--- config.mk ---
export PLATFORM = sky130hd
export DESIGN_NAME = fcmp_flags
export DESIGN_NICKNAME = d
export VERILOG_FILES = /design/src/rtl/fcmp_pkg.sv /design/src/rtl/fcmp_nan_detect.sv /design/src/rtl/fcmp_magnitude.sv /design/src/rtl/fcmp_flag_encode.sv /design/src/rtl/fcmp_flags.sv
export SDC_FILE = /design/constraint.sdc
export NUM_CORES = 1
export LEC_CHECK = 0
export BUFFER_PORTS_ARGS = -buffer_cell sky130_fd_sc_hd__clkbuf_2
export CORE_ASPECT_RATIO = 0.9
export CORE_MARGIN = 2
export CORE_UTILIZATION = 35
export DETAILED_ROUTE_END_ITERATION = 10
export SLEW_MARGIN = 40
export SYNTH_ARGS = -nofsm -noshare
export SYNTH_HDL_FRONTEND = slang
export SYNTH_HIERARCHICAL = 1
export SYNTH_SLANG_ARGS = --single-unit
export TNS_END_PERCENT = 100
--- constraint.sdc ---
create_clock -name clk -period 2.95 [get_ports clk]
set_input_delay 0.59 -clock clk [delete_from_list [all_inputs] [get_ports clk]]
set_output_delay 0.59 -clock clk [all_outputs]
set_load 0.02 [all_outputs]
--- src/rtl/fcmp_pkg.sv ---
package fcmp_pkg;

  typedef enum logic [1:0] {
    REL_LT = 2'd0,
    REL_EQ = 2'd1,
    REL_GT = 2'd2
  } rel_e;

  typedef struct packed {
    logic n;
    logic z;
    logic c;
    logic v;
    logic inv;
  } cmp_flags_t;

endpackage

--- src/rtl/fcmp_nan_detect.sv ---
module fcmp_nan_detect #(
  parameter int EXP_W = 8,
  parameter int MAN_W = 23,
  localparam int W = 1 + EXP_W + MAN_W
) (
  input  logic [W-1:0] word,
  input  logic         quiet_signals,
  output logic         is_nan,
  output logic         raise_inv
);
  logic [EXP_W-1:0] exp_f;
  logic [MAN_W-1:0] man_f;
  logic             quiet_bit;

  always_comb begin
    exp_f     = word[W-2 -: EXP_W];
    man_f     = word[MAN_W-1:0];
    quiet_bit = man_f[MAN_W-1];
    is_nan    = (&exp_f) && (|man_f);
    // a signalling NaN always raises; a quiet one only when asked to
    raise_inv = is_nan && (quiet_signals || !quiet_bit);
  end
endmodule

--- src/rtl/fcmp_magnitude.sv ---
module fcmp_magnitude
  import fcmp_pkg::*;
#(
  parameter int W = 32
) (
  input  logic [W-1:0] a,
  input  logic [W-1:0] b,
  output rel_e         rel
);
  logic both_zero;
  logic sign_diff;
  logic mag_lt;

  always_comb begin
    both_zero = ((a[W-2:0] | b[W-2:0]) == '0);
    sign_diff = a[W-1] ^ b[W-1];
    mag_lt    = (a[W-2:0] < b[W-2:0]);
    if ((a == b) || both_zero) begin
      rel = REL_EQ;
    end else if (sign_diff) begin
      rel = a[W-1] ? REL_LT : REL_GT;
    end else if (a[W-1] ^ mag_lt) begin
      rel = REL_LT;
    end else begin
      rel = REL_GT;
    end
  end
endmodule

--- src/rtl/fcmp_flag_encode.sv ---
module fcmp_flag_encode
  import fcmp_pkg::*;
(
  input  logic       valid,
  input  logic       unordered,
  input  logic       raise_in,
  input  rel_e       rel,
  output cmp_flags_t flags
);
  always_comb begin
    flags = '0;
    if (valid) begin
      if (unordered) begin
        flags.c   = 1'b1;
        flags.v   = 1'b1;
        flags.inv = raise_in;
      end else begin
        unique case (rel)
          REL_LT:  flags.n = 1'b1;
          REL_EQ:  begin flags.z = 1'b1; flags.c = 1'b1; end
          default: flags.c = 1'b1;
        endcase
      end
    end
  end
endmodule

--- src/rtl/fcmp_flags.sv ---
module fcmp_flags
  import fcmp_pkg::*;
#(
  parameter int EXP_W = 8,
  parameter int MAN_W = 23,
  localparam int W = 1 + EXP_W + MAN_W
) (
  input  logic         clk,
  input  logic         rst_n,
  input  logic         in_valid,
  input  logic [W-1:0] op_d,
  input  logic [W-1:0] op_m,
  input  logic         zero_mode,
  input  logic         quiet_signals,
  output logic         out_valid,
  output logic         flag_n,
  output logic         flag_z,
  output logic         flag_c,
  output logic         flag_v,
  output logic         flag_invalid
);
  localparam int NOPND = 2;

  // reset: asserted at once, released on the clock
  logic [1:0] rst_pipe;
  logic       rst_int_n;

  always_ff @(posedge clk or negedge rst_n) begin
    if (!rst_n) rst_pipe <= 2'b00;
    else        rst_pipe <= {rst_pipe[0], 1'b1};
  end
  assign rst_int_n = rst_pipe[1];

  // capture stage
  logic [W-1:0] d_q, d_d, m_q, m_d;
  logic         qs_q, qs_d, vld_q, vld_d;

  always_comb begin
    d_d   = d_q;
    m_d   = m_q;
    qs_d  = qs_q;
    vld_d = in_valid;
    if (in_valid) begin
      d_d  = op_d;
      m_d  = zero_mode ? '0 : op_m;
      qs_d = quiet_signals;
    end
  end

  always_ff @(posedge clk or negedge rst_int_n) begin
    if (!rst_int_n) begin
      d_q   <= '0;
      m_q   <= '0;
      qs_q  <= 1'b0;
      vld_q <= 1'b0;
    end else begin
      d_q   <= d_d;
      m_q   <= m_d;
      qs_q  <= qs_d;
      vld_q <= vld_d;
    end
  end

  // classification of both operands
  logic [NOPND-1:0][W-1:0] opnd;
  logic [NOPND-1:0]        nan_v;
  logic [NOPND-1:0]        inv_v;

  assign opnd[0] = d_q;
  assign opnd[1] = m_q;

  for (genvar gi = 0; gi < NOPND; gi++) begin : g_cls
    fcmp_nan_detect #(.EXP_W(EXP_W), .MAN_W(MAN_W)) u_nan (
      .word          (opnd[gi]),
      .quiet_signals (qs_q),
      .is_nan        (nan_v[gi]),
      .raise_inv     (inv_v[gi])
    );
  end

  rel_e       rel_ord;
  cmp_flags_t flags;

  fcmp_magnitude #(.W(W)) u_mag (
    .a   (d_q),
    .b   (m_q),
    .rel (rel_ord)
  );

  fcmp_flag_encode u_enc (
    .valid     (vld_q),
    .unordered (|nan_v),
    .raise_in  (|inv_v),
    .rel       (rel_ord),
    .flags     (flags)
  );

  assign out_valid    = vld_q;
  assign flag_n       = flags.n;
  assign flag_z       = flags.z;
  assign flag_c       = flags.c;
  assign flag_v       = flags.v;
  assign flag_invalid = flags.inv;

  // checks
  assert_idle_clear_R1: assert property (@(posedge clk) disable iff (!rst_int_n)
    !out_valid |-> ({flag_n, flag_z, flag_c, flag_v, flag_invalid} == 5'b0));

  assert_one_cycle_R2: assert property (@(posedge clk) disable iff (!rst_int_n)
    in_valid |=> out_valid);

  assert_no_spurious_R2: assert property (@(posedge clk) disable iff (!rst_int_n)
    !in_valid |=> !out_valid);

  assert_signed_zero_R4: assert property (@(posedge clk) disable iff (!rst_int_n)
    (in_valid && !zero_mode && op_d[W-2:0] == '0 && op_m[W-2:0] == '0)
      |=> (flag_z && flag_c && !flag_v));

  assert_invalid_unordered_R8: assert property (@(posedge clk) disable iff (!rst_int_n)
    flag_invalid |-> (flag_c && flag_v && !flag_n && !flag_z));

  assert_zero_mode_R9: assert property (@(posedge clk) disable iff (!rst_int_n)
    (in_valid && zero_mode && op_d[W-2:0] == '0) |=> (flag_z && !flag_v));

  assert_legal_code_R10: assert property (@(posedge clk) disable iff (!rst_int_n)
    out_valid |-> ({flag_n, flag_z, flag_c, flag_v} inside {4'b1000, 4'b0110, 4'b0010, 4'b0011}));

endmodule

==> summary.md, run 1 <==
| Metric | Value |
|---|---|
| DR DRC count | `0` |
| Routability cong. | `1.027` |
| Die height | `111.4 um` |
| Slew @ Worst Pin | `between 500 and 600 ps` |
| Fin. max-slew vios | `0` |
| Initial antenna violation count | `0` |
| Final nets | `between 700 and 800` |
| Maxcap violations | `0` |
| First-pass GRT wire length | `~20 mm` |
| Vias | `3545` |
| Clock buffer depth | `2` |
| Post-Route WL | `approximately 12 mm` |
| Initial core utilization | `0.3560` |
| Commonest non-fill, non-tap cells in the layout | `inv_1 (89), buf_4 (73), clkbuf_2 (70)` |
| CTS sink cnt | `68` |
| CTS tree | `built` |
| IO Count | `75` |
| Pin count of the biggest net entering global routing | `51` |
| Number of synthesized flops with an enable pin | `0` |
| Fill cells | `~1200` |
| Inserted Clock Buffers | `9` |
| Layout Cells excl Fill | `between 700 and 800` |
| Final ANT Viol Nets | `0` |
| Seq cells post-synth | `68` |
| Vias in the first global route | `3898` |
| Tot Pwr | `just over 3 mW` |
| DPL Wire Length | `about 9.4 mm` |
| Syn avg cell area | `10.14 um2` |
| RSZ-0062 raised after global routing | `yes` |
| Antenna diode instance count | `0` |
| Final-report setup violation count | `3` |
| Most common cell after layout, fill and taps aside | `inv_1` |
| Reg2reg setup slack | `1690 ps` |
| Slew headroom | `0.6137` |
| Main synth FF type | `dfrtp_1` |
| Final period util | `1.147` |
| Max Fclk | `slightly below 0.3 GHz` |
| Worst Skew | `6.163 ps` |
| GRT Util Overall | `0.1929` |
| Met2 usage | `0.2872` |
| Clk_lat worst skew | `approximately 350 ps` |
| Root Driver | `clkbuf_16` |
| Final Hold Viols | `0` |
| Hold Crit Class | `primary input to asynchronous set/reset pin` |
| Ys Warns | `6` |
| Failing checks | `negative setup slack` |
| Final Instance Area | `0.006117 mm2` |
| Setup TNS | `-1232 ps` |
| Sequential cell area fraction in the yosys report | `0.3797` |
| LEAKAGE | `just under 3 nW` |
| GR met3 Demand/Resource | `0.03791` |
| Die X-Extent | `roughly 120 um` |
| CP Cell Sequence | `inv_1 > ha_1 > nor2b_1 > o21ai_0 > a21boi_1 > o41ai_2 > o2111ai_1 > mux2_4 > o31a_1 > clkbuf_8` |
| Gr ovfl total | `0` |
| DP Area | `approximately 0.0055 mm2` |
| Yosys cell types | `48` |
| Syn-to-layout area delta | `36.49%` |
| Cells after Synth | `between 400 and 500` |
| Row Count | `39` |
| Die area | `0.01373 mm2` |
| Status | `complete, but fails checks` |
| DR vias/cell | `approximately 4.7` |
| Critical path's largest stage delay | `about 370 ps` |
| Placed Cells | `about 730` |
| Final WS setup | `-433.0 ps` |
| Drt first pass iters | `7` |
| Fraction of layout instances using a drive strength above 1 | `0.4375` |
| DR iter-0 viols | `between 100 and 150` |
| Arr. time, crit path | `~2800 ps` |
| Hold_ws | `8.854 ps` |
| GR peak layer | `met2` |
| FFs w/ async S/R, synth | `1.000` |
| Met1 Use GR | `0.2700` |
| Critical path class | `flop to primary output` |
| Core area | `about 0.013 mm2` |
| Crit Path Max Fanout | `3` |
| Setup Slack @ Placement | `-55.80 ps` |
| Post-Synthesis Cell Area | `0.004482 mm2` |
| Worst-path clk slew | `60 ps` |
| IO Port Bufs | `74` |
| Post-DR wirelength/cell | `approximately 16 um` |
| Worst VDD drop | `between 0.3 and 0.4 mV` |
| Crit path capture type | `primary output` |
| Pwr Density | `about 500 mW/mm2` |
| Critical-path top delay cell | `dfrtp_1` |
| CTS H-tree lvls | `3` |
| Post-synthesis net count | `approximately 570` |
| Critical Path RT | `between 2000 and 2500 ps` |
| Crit start category | `flop` |
| Final Core Density | `0.4859` |
| Post-layout min period | `approximately 3400 ps` |
[power breakdown]
group          leakage, nW  switching, mW  internal [mW]  total [mW]
Sequential           0.836         0.0685           1.02        1.08
Clock                0.156          0.439          0.745        1.18
Combinational         1.95          0.388          0.411       0.800
[flip-flops by register name (all words and copies together) (netlist names)]
| name | count |
|---|---|
| qs_q | 1 |
| out_valid | 1 |
| m_q | 32 |
| d_q | 32 |
| rst_pipe | 2 |
[cell type report]
class | count | area, um2 | share of cell area
timing repair buffer | 148 | 968.4 | 0.1583
clock buffer | 9 | 225.2 | 0.03682
multi-input combinational | 252 | 2511 | 0.4105
sequential | 68 | 1703 | 0.2784
clock inverter | 7 | 98.84 | 0.01616
inverter | 108 | 405.4 | 0.06627
tap | 164 | 205.2 | 0.03354
[synthesized netlist by cell type, types with 2 or more instances]
cell,number,area (um2)
nand3b_1,32,240.2
nor4_2,2,25.02
o21ai_1,4,20.02
mux2_4,8,120.1
nor3_1,3,15.01
o21ai_0,30,150.1
buf_6,7,78.83
nand4_1,13,81.33
inv_1,107,401.6
a211oi_1,2,15.01
or2_2,2,12.51
and4_1,2,17.52
nor2b_1,3,18.77
o21bai_1,2,15.01
mux2_2,26,292.8
nand3_1,2,10.01
nor4_4,2,42.54
or4_4,3,33.78
nor2_1,10,37.54
dfrtp_1,68,1702
ha_1,62,775.7
clkbuf_1,6,22.52
or4_1,2,15.01
a21oi_1,10,50.05
a211o_1,2,17.52
nor4_1,10,62.56
[metal layers]
metal	part of all wire	wire (um)
met1	0.49	6047
met2	0.45	5471
met3	0.041	496
met4	0.018	222
met5	0	0
[logic make-up (layout without fill, tap and decap cells)]
kind of cell	after synthesis	count (layout)	share of synthesized area
mux	34	34	0.09213
flops	68	68	0.3797
compound gates	61	61	0.08515
other cells	1	1	0.0008367
simple gates	93	93	0.1496
xor+xnor	1	1	0.001955
fa+ha+maj	62	62	0.1731
buf+inv	122	272	0.1175
[worst max-delay path: cells and delay by family, from the launching register on]
family,cells,cell delay (ps)
buffers and inverters,2,240
AO/OA/AOI/OAI,5,1070
AND/OR/NAND/NOR,1,70
adder cells (fa/ha/maj),1,340
flip-flops,1,370
multiplexers,1,350
[path summary, 6_finish.rpt]
| check | cells after the start | from | endpoint |
|---|---|---|---|
| max | 10 | m_q[8]$_DFFE_PN0P_ | flag_c |
| min | 1 | rst_n | rst_pipe[1]$_DFF_PN0_ |
| max reg2reg | 1 | rst_pipe[1]$_DFF_PN0_ | d_q[20]$_DFFE_PN0P_ |
| min reg2reg | 0 | rst_pipe[1]$_DFF_PN0_ | m_q[26]$_DFFE_PN0P_ |
| max in group asynchronous | 1 | rst_pipe[1]$_DFF_PN0_ | d_q[20]$_DFFE_PN0P_ |
| min in group clk | 0 | rst_pipe[0]$_DFF_PN0_ | rst_pipe[1]$_DFF_PN0_ |
[what timing repair did]
action	CTS	global route
resized for setup	31	22
pin swaps	8	7
endpoints found under the hold margin	0	0
hold buffers	0	0
setup buffers	4	3
setup endpoints to repair	5	5
No activity file was read; power rests on OpenSTA's default activity.
==> run 2: changes to the inputs <==
--- a/config.mk
+++ b/config.mk
@@ -6,9 +6,10 @@
 export NUM_CORES = 1
 export LEC_CHECK = 0
 export BUFFER_PORTS_ARGS = -buffer_cell sky130_fd_sc_hd__clkbuf_2
-export CORE_ASPECT_RATIO = 0.9
+export CORE_ASPECT_RATIO = 1.75
 export CORE_MARGIN = 2
 export CORE_UTILIZATION = 35
+export CTS_BUF_LIST = sky130_fd_sc_hd__clkbuf_4
 export DETAILED_ROUTE_END_ITERATION = 10
 export SLEW_MARGIN = 40
 export SYNTH_ARGS = -nofsm -noshare
==> summary.md, run 2 (synthesized netlist as in run 1, its figures left out) <==
| Metric | Value |
|---|---|
| Status | `complete, but fails checks` |
| Failing checks | `negative setup slack` |
| CTS sink cnt | `between 60 and 70` |
| Initial core utilization | `0.3586` |
| Tot Pwr | `approximately 2.7 mW` |
| Hold Crit Class | `flop to asynchronous set/reset pin` |
| Die X-Extent | `89.54 um` |
| Die area | `~0.014 mm2` |
| Crit Path Max Fanout | `3` |
| Final nets | `roughly 730` |
| IO Count | `75` |
| Worst VDD drop | `between 0.2 and 0.25 mV` |
| Crit path capture type | `primary output` |
| Max Fclk | `between 0.2 and 0.3 GHz` |
| Critical path class | `flop to primary output` |
| Final-report setup violation count | `5` |
| Post-DR wirelength/cell | `about 16 um` |
| Slew headroom | `0.6437` |
| Initial antenna violation count | `1` |
| Final Hold Viols | `0` |
| Syn-to-layout area delta | `33.61%` |
| CTS H-tree lvls | `3` |
| Core area | `between 0.01 and 0.015 mm2` |
| Slew @ Worst Pin | `534.5 ps` |
| LEAKAGE | `2.917 nW` |
| Critical Path RT | `about 2400 ps` |
| DR vias/cell | `~4.7` |
| DR DRC count | `0` |
| Root Driver | `clkbuf_4` |
| Crit start category | `flop` |
| Pin count of the biggest net entering global routing | `a little under 100` |
| Drt first pass iters | `4` |
| RSZ-0062 raised after global routing | `yes` |
| Setup TNS | `-1754 ps` |
| DR iter-0 viols | `71` |
| Setup Slack @ Placement | `-161.8 ps` |
| Pwr Density | `about 440 mW/mm2` |
| Worst-path clk slew | `about 120 ps` |
| Fill cells | `1192` |
| Gr ovfl total | `0` |
| CTS tree | `built` |
| DPL Wire Length | `between 9 and 10 mm` |
| Worst Skew | `around 15 ps` |
| Post-layout min period | `around 3500 ps` |
| Area of the multi-input gates | `between 0.002 and 0.0025 mm2` |
| Vias in the first global route | `3950` |
| Most common cell after layout, fill and taps aside | `inv_1` |
| Fraction of layout instances using a drive strength above 1 | `0.4257` |
| Arr. time, crit path | `2880 ps` |
| First-pass GRT wire length | `just under 20 mm` |
| Commonest non-fill, non-tap cells in the layout | `inv_1 (94), buf_4 (79), clkbuf_2 (69)` |
| Die height | `between 150 and 200 um` |
| Routability cong. | `0.9299` |
| Inserted Clock Buffers | `9` |
| Clock buffer depth | `2` |
| IO Port Bufs | `74` |
| Final WS setup | `-517.0 ps` |
| Vias | `about 3600` |
| Register area | `0.001703 mm2` |
| Fin. max-slew vios | `0` |
| Final period util | `1.175` |
| Final ANT Viol Nets | `0` |
| GRT Util Overall | `0.1887` |
| Largest regs | `d_q: 32 flops, m_q: 32 flops, rst_pipe: 2 flops` |
| Maxcap violations | `0` |
| Post-Route WL | `roughly 12 mm` |
| Clk_lat worst skew | `between 400 and 500 ps` |
| Row Count | `54` |
[run 2: changes by cell type in the layout (fill, tap and decap cells not counted), moves of 2 or more]
cell / change
nor4_4: +2
ha_1: +6
inv_2: -5
clkbuf_4: +10
buf_6: +2
buf_4: +6
inv_1: +5
nor4_2: -2
clkbuf_16: -9
ha_4: -6
inv_6: -2
[run 2: layout make-up]
cell class,instances,area share
multi-input combinational,252,0.4118
clock inverter,6,0.01734
inverter,108,0.06770
sequential,68,0.2844
timing repair buffer,155,0.1707
tap,168,0.03510
clock buffer,10,0.01254
antenna,1,0.0004179
[run 2: through the flow]
| step | instances | util | area (um2) | hold WS (ps) |
|---|---|---|---|---|
| floorplan | 442 | - | 4482 | 294.4 |
| global placement | 745 | 0.4414 | 5518 | 284.6 |
| detailed placement | 745 | 0.4414 | 5518 | 298.2 |
| CTS | 763 | 0.4705 | 5881 | 310.5 |
| global route | 768 | 0.4791 | 5988 | 347.0 |
| finish | 768 | 0.4791 | 5988 | 292.2 |
[run 2: power breakdown]
| part | leakage (nW) | switching [mW] | internal (mW) | total [mW] |
|---|---|---|---|---|
| clock network | 0.0978 | 0.350 | 0.433 | 0.783 |
| logic | 1.98 | 0.392 | 0.407 | 0.799 |
| registers | 0.836 | 0.0598 | 1.01 | 1.07 |
| total | 2.92 | 0.802 | 1.85 | 2.66 |
[run 2: repair_timing]
action,in CTS,in global routing
cloned,0,0
endpoints found under the setup margin,5,5
setup buffers,1,4
endpoints found under the hold margin,2,0
resized for setup,31,22
hold buffers,1,0
pin swaps,11,12
[run 2: critical path, stage by stage (launching register included)]
cell	delay, ps
dfrtp_1	370
inv_1	70
ha_1	340
nor4_4	340
nand2_1	110
a31oi_2	190
o41ai_2	80
o2111ai_1	140
mux2_4	360
and4bb_2	320
buf_8	110
[run 2: path summary, 6_finish.rpt]
path / from / end / slack [ps] / depth (start not counted)
worst max-delay path: d_q[14]$_DFFE_PN0P_ / flag_z / -520 / 10
worst min-delay path: rst_pipe[1]$_DFF_PN0_ / m_q[18]$_DFFE_PN0P_ / 290 / 1
worst max register to register: d_q[25]$_DFFE_PN0P_ / d_q[25]$_DFFE_PN0P_ / 1900 / 3
worst min register to register: rst_pipe[1]$_DFF_PN0_ / m_q[18]$_DFFE_PN0P_ / 290 / 1
max in group asynchronous: rst_pipe[1]$_DFF_PN0_ / m_q[1]$_DFFE_PN0P_ / 2210 / 1
min in group clk: op_d[20] / d_q[20]$_DFFE_PN0P_ / 370 / 2
[run 2: layer usage]
layer,track usage,wire (um),share of wire,vias to the layer above
met3,0.02899,295,0.024,22
met1,0.1920,4497,0.37,1760
met4,0.06610,326,0.027,0
met5,0,0,0,-
li1,-,-,-,1775
met2,0.3666,7152,0.58,57
